`src/rtl/smac_pkg.sv`:
```
package smac_pkg;

  // Position of the next accepted sample inside the open frame.
  typedef struct packed {
    logic fresh;  // no sample of the current frame accepted yet
    logic last;   // next accepted sample closes the frame
  } frame_pos_t;

  // A frame length below one behaves as one.
  function automatic int eff_len(input int n);
    return (n < 1) ? 1 : n;
  endfunction

endpackage

```
`src/rtl/smac_mult.sv`:
```
module smac_mult #(
  parameter int DATA_W = 8,
  parameter int PROD_W = 2 * DATA_W
) (
  input  logic signed [DATA_W-1:0] a,
  input  logic signed [DATA_W-1:0] b,
  output logic signed [PROD_W-1:0] prod
);

  // Full-precision signed product, no rounding.
  always_comb prod = a * b;

endmodule

```
`src/rtl/smac_frame_ctr.sv`:
```
module smac_frame_ctr
  import smac_pkg::*;
#(
  parameter int N_EFF = 2,
  parameter int CNT_W = 2
) (
  input  logic             clk,
  input  logic             rst,
  input  logic             adv,
  output frame_pos_t       pos,
  output logic [CNT_W-1:0] count_out,
  output logic             end_out
);

  localparam logic [CNT_W-1:0] LAST_IDX = CNT_W'(N_EFF - 1);
  localparam logic [CNT_W-1:0] ONE      = CNT_W'(1);

  // Number of samples already taken in the open frame (0 .. N_EFF-1).
  logic [CNT_W-1:0] idx_q;

  generate
    if (N_EFF == 1) begin : g_single
      // Every sample closes its own frame: nothing to count.
      always_comb idx_q = '0;
    end else begin : g_multi
      always_ff @(posedge clk) begin
        if (rst)
          idx_q <= '0;
        else if (adv)
          idx_q <= (idx_q == LAST_IDX) ? '0 : idx_q + ONE;
      end
    end
  endgenerate

  always_comb begin
    pos.fresh = (idx_q == '0);
    pos.last  = (idx_q == LAST_IDX);
  end

  always_ff @(posedge clk) begin
    if (rst) begin
      count_out <= ONE;
      end_out   <= 1'b0;
    end else begin
      end_out <= adv && pos.last;
      if (adv)
        count_out <= idx_q + ONE;
      else if (pos.fresh)
        count_out <= ONE;
    end
  end

endmodule

```
`src/rtl/smac_accum.sv`:
```
module smac_accum
  import smac_pkg::*;
#(
  parameter int PROD_W = 16,
  parameter int ACC_W  = 20
) (
  input  logic                     clk,
  input  logic                     rst,
  input  logic                     adv,
  input  frame_pos_t               pos,
  input  logic signed [PROD_W-1:0] prod,
  output logic signed [ACC_W-1:0]  data_out
);

  logic signed [ACC_W-1:0] acc_q;
  logic signed [ACC_W-1:0] sum;

  // acc_q is zero whenever no frame is open, so no extra select is needed.
  always_comb sum = acc_q + ACC_W'(prod);

  always_ff @(posedge clk) begin
    if (rst) begin
      acc_q    <= '0;
      data_out <= '0;
    end else if (adv) begin
      data_out <= sum;
      acc_q    <= pos.last ? '0 : sum;
    end else if (pos.fresh) begin
      data_out <= '0;
    end
  end

endmodule

```
`src/rtl/smac_top.sv`:
```
module smac_top #(
  parameter int DATA_W    = 8,
  parameter int ACC_W     = 20,
  parameter int FRAME_LEN = 2,
  parameter int CNT_W     = $clog2(((FRAME_LEN < 1) ? 1 : FRAME_LEN) + 1)
) (
  input  logic                     clk,
  input  logic                     rst,
  input  logic signed [DATA_W-1:0] a_in,
  input  logic signed [DATA_W-1:0] b_in,
  input  logic                     valid_in,
  output logic signed [ACC_W-1:0]  data_out,
  output logic                     valid_out,
  output logic                     end_out,
  output logic [CNT_W-1:0]         count_out
);

  localparam int N_EFF  = smac_pkg::eff_len(FRAME_LEN);
  localparam int PROD_W = 2 * DATA_W;

  smac_pkg::frame_pos_t    pos;
  logic signed [PROD_W-1:0] prod;

  smac_mult #(.DATA_W(DATA_W), .PROD_W(PROD_W)) u_mult (
    .a(a_in), .b(b_in), .prod(prod)
  );

  smac_frame_ctr #(.N_EFF(N_EFF), .CNT_W(CNT_W)) u_ctr (
    .clk(clk), .rst(rst), .adv(valid_in), .pos(pos),
    .count_out(count_out), .end_out(end_out)
  );

  smac_accum #(.PROD_W(PROD_W), .ACC_W(ACC_W)) u_acc (
    .clk(clk), .rst(rst), .adv(valid_in), .pos(pos),
    .prod(prod), .data_out(data_out)
  );

  always_ff @(posedge clk) begin
    if (rst) valid_out <= 1'b0;
    else     valid_out <= valid_in;
  end

endmodule

```
`config.mk`:
```
export PLATFORM = sky130hd
export DESIGN_NAME = smac_top
export DESIGN_NICKNAME = d
export VERILOG_FILES = /design/src/rtl/smac_pkg.sv /design/src/rtl/smac_mult.sv /design/src/rtl/smac_frame_ctr.sv /design/src/rtl/smac_accum.sv /design/src/rtl/smac_top.sv
export SDC_FILE = /design/constraint.sdc
export NUM_CORES = 1
export LEC_CHECK = 0
export BUFFER_PORTS_ARGS = -buffer_cell sky130_fd_sc_hd__buf_2
export CAP_MARGIN = 20
export CORE_MARGIN = 3
export CORE_UTILIZATION = 50
export CTS_BUF_LIST = sky130_fd_sc_hd__clkbuf_4
export CTS_CLUSTER_DIAMETER = 30
export DETAILED_ROUTE_END_ITERATION = 16
export PLACE_DENSITY = 0.68
export SYNTH_ARGS = -nofsm -noshare
export SYNTH_HDL_FRONTEND = slang
export SYNTH_SLANG_ARGS = --single-unit
```
`constraint.sdc`:
```
create_clock -name clk -period 12.2 [get_ports clk]
set_clock_uncertainty 0.2 [all_clocks]
set_input_delay 0.61 -clock clk [delete_from_list [all_inputs] [get_ports clk]]
set_output_delay 0.61 -clock clk [all_outputs]
set_load 0.05 [all_outputs]
```
==> results.md <==
* Outcome: complete, no violations
* Most common cell after layout, fill and taps aside: inv_1
* Fin cells at between 700 and 800
* HPWL Detailed at around 9.6 mm
* Crit path max fanout at 13
* CP Launch Type: input port
* WS Path Type: in -> reg
* Most frequent cells in the layout: inv_1 (107), fa_1 (88), ha_1 (49), nand2_1 (48), dfxtp_1 (46)
* RSZ-0062 raised after global routing: no
* Reg2reg setup slack at 7.18 ns
* Routed length per instance at roughly 15 um
* Syn_nets at ~740
* Worst skew pair latency at 0.37 ns
* Critical Path RT at 12.28 ns
* R2r startpoint: u_acc.acc_q[6]
* Largest net degree at the start of global routing at 46
* Unique masters post-synth at between 50 and 60
* GRT overflow at 0
* Clock root buffer: clkbuf_4
* # Post-CTS Setup Buffers at 0
* Hold WC Path Type: reg -> reg
* Hold depth at 2
* Slew @ Worst Pin at 0.838 ns
* Setup violations, final at 0
* Synth top area share at between 30 and 40%
* I/O Buffers at 42
* Residual DRC count at 0
* Worst-case clock buffer depth at 2
* Number of flops mapped to enable cells by yosys at 0
* Synth Register Bits at 46
* Synth Flop Type: dfxtp_1
* Critical Path AT at between 5 and 6 ns
* GR Util All Layers at 21.1%
* Final hold vios at 0
* Seq/Total Area, Yosys at 17.1%
* Setup_tns at 0 ns
* Relative slew slack at 44.1%
* Initial Utilization at 51.8%
* YS warnings at 0
* Row count at 37
* Initial antenna violation count at 0
* # fillers at around 1000
* # hold bufs at CTS at 0
* Max-Cap Viols at 0
* Post-CTS Resized at 0
* R2R depth at 16
* HP Start: u_acc.data_out[16]
* Drt first pass iters at 5
* Number of global-route vias before repair at 4336
* Crit end category: register
* Initial detailed-routing violation count at between 150 and 200
* Min cycle time layout at 5.85 ns
* TritonCTS clock tree: done
* First-pass GRT wire length at 20.5 mm
* Inserted Diodes at 0
* Post-synth top area cell: fa_1
* Mean Syn Cell Area at 9.26 um2
* Synthesis-to-layout area growth at 6.89%
* Clk slew on worst S/H paths at 0.16 ns
* TritonCTS buffer count at 5
* CP startpoint: b_in[0]
* Final GP Congestion at 0.892
* Mapped cell area at 0.00539 mm2
* Top achievable clock speed at 0.171 GHz
* Placed cell count at 744
* Antenna Violating Nets Remaining at 0
* Post-route clock period utilization at 48.0%
* Cells after Synth at 582
* Die Wd at about 110 um
* Top post-synthesis cells by area: fa_1 (33%), dfxtp_1 (17%), ha_1 (11%)
* Via Count at 4100
* Overall routed net length at 11.6 mm
* Clock Sinks at 46
* Core Footprint at approximately 0.010 mm2
* Fin nets at 771
* Share of cells above drive strength 1 at 8.93%
* Die area at 0.0121 mm2
* Die Height at 110 um
* Post-synth ARST share at 0%
* Clock H-tree levels at 2
* Via density at 5.45
* Number of I/O pins at 43
* Pins Over Slew Limit at 0
[registers in the layout, indices dropped and copies added, names as in the netlist]
| register | flops |
|---|---|
| u_ctr.count_out | 2 |
| u_ctr.end_out | 1 |
| u_acc.data_out | 20 |
| valid_out | 1 |
| u_ctr.idx_q | 2 |
| u_acc.acc_q | 20 |
[stage by stage]
step / instance area [um2] / setup slack [ns] / utilization (%) / hold slack, ns
floorplan: 5390 / 6.49 / - / 0.259
global placement: 5680 / 6.09 / 54.5 / 0.249
detailed placement: 5680 / 5.96 / 54.5 / 0.263
CTS: 5760 / 6.31 / 55.3 / 0.294
global route: 5760 / 6.00 / 55.3 / 0.315
finish: 5760 / 6.35 / 55.3 / 0.289
[final timing paths]
kind / endpoint
max reg2reg: u_acc.acc_q[12]
min: u_acc.data_out[16]
max: u_acc.acc_q[12]
min reg2reg: u_acc.data_out[16]
[cell type report]
cell class	count	area (um2)	area share, %
multi-input combinational	411	3970	68.8
tap	136	170	2.95
inverter	108	405	7.03
clock inverter	3	45.0	0.782
timing repair buffer	43	218	3.78
sequential	46	921	16.0
clock buffer	5	37.5	0.651
[synth_stat cells, drive strengths merged (9+ instances only)]
library cell,instances
fa,88
a21oi,28
and2,35
dfxtp,46
inv,107
nand3,15
nor2,39
clkbuf,16
nand2,48
ha,49
xnor2,9
[critical path, stage by stage]
cell      delay (ns)
buf_2           0.17
and2_1          0.70
inv_1           0.14
fa_1            0.53
inv_1           0.06
fa_1            0.52
fa_1            0.44
fa_1            0.58
fa_1            0.43
ha_1            0.37
o21a_1          0.15
o211a_4         0.26
o311a_4         0.37
or4b_1          0.50
o311ai_1        0.09
[logic make-up (layout without fill, tap and decap cells)]
family                     after synthesis  count (layout)  share of synthesized area, %
AOI/OAI and AO/OA                       86              86                          11.3
xor gates and xnor gates                12              12                          1.95
adders and majority gates              137             137                          44.0
buffers and inverters                  125             159                          9.35
DFF                                     46              46                          17.1
muxes                                    1               1                         0.186
and+or+nand+nor                        175             175                          16.1
[layer usage]
layer,vias up,global-route usage [%],routed length (um)
li1,1942,-,-
met1,2062,28.1,5020
met5,-,0,0
met4,0,3.92,165
met3,13,2.00,390
met2,83,37.7,5990
Power is not shown: default switching activity piles up to over one toggle a cycle in this logic, so the estimate is an artifact.
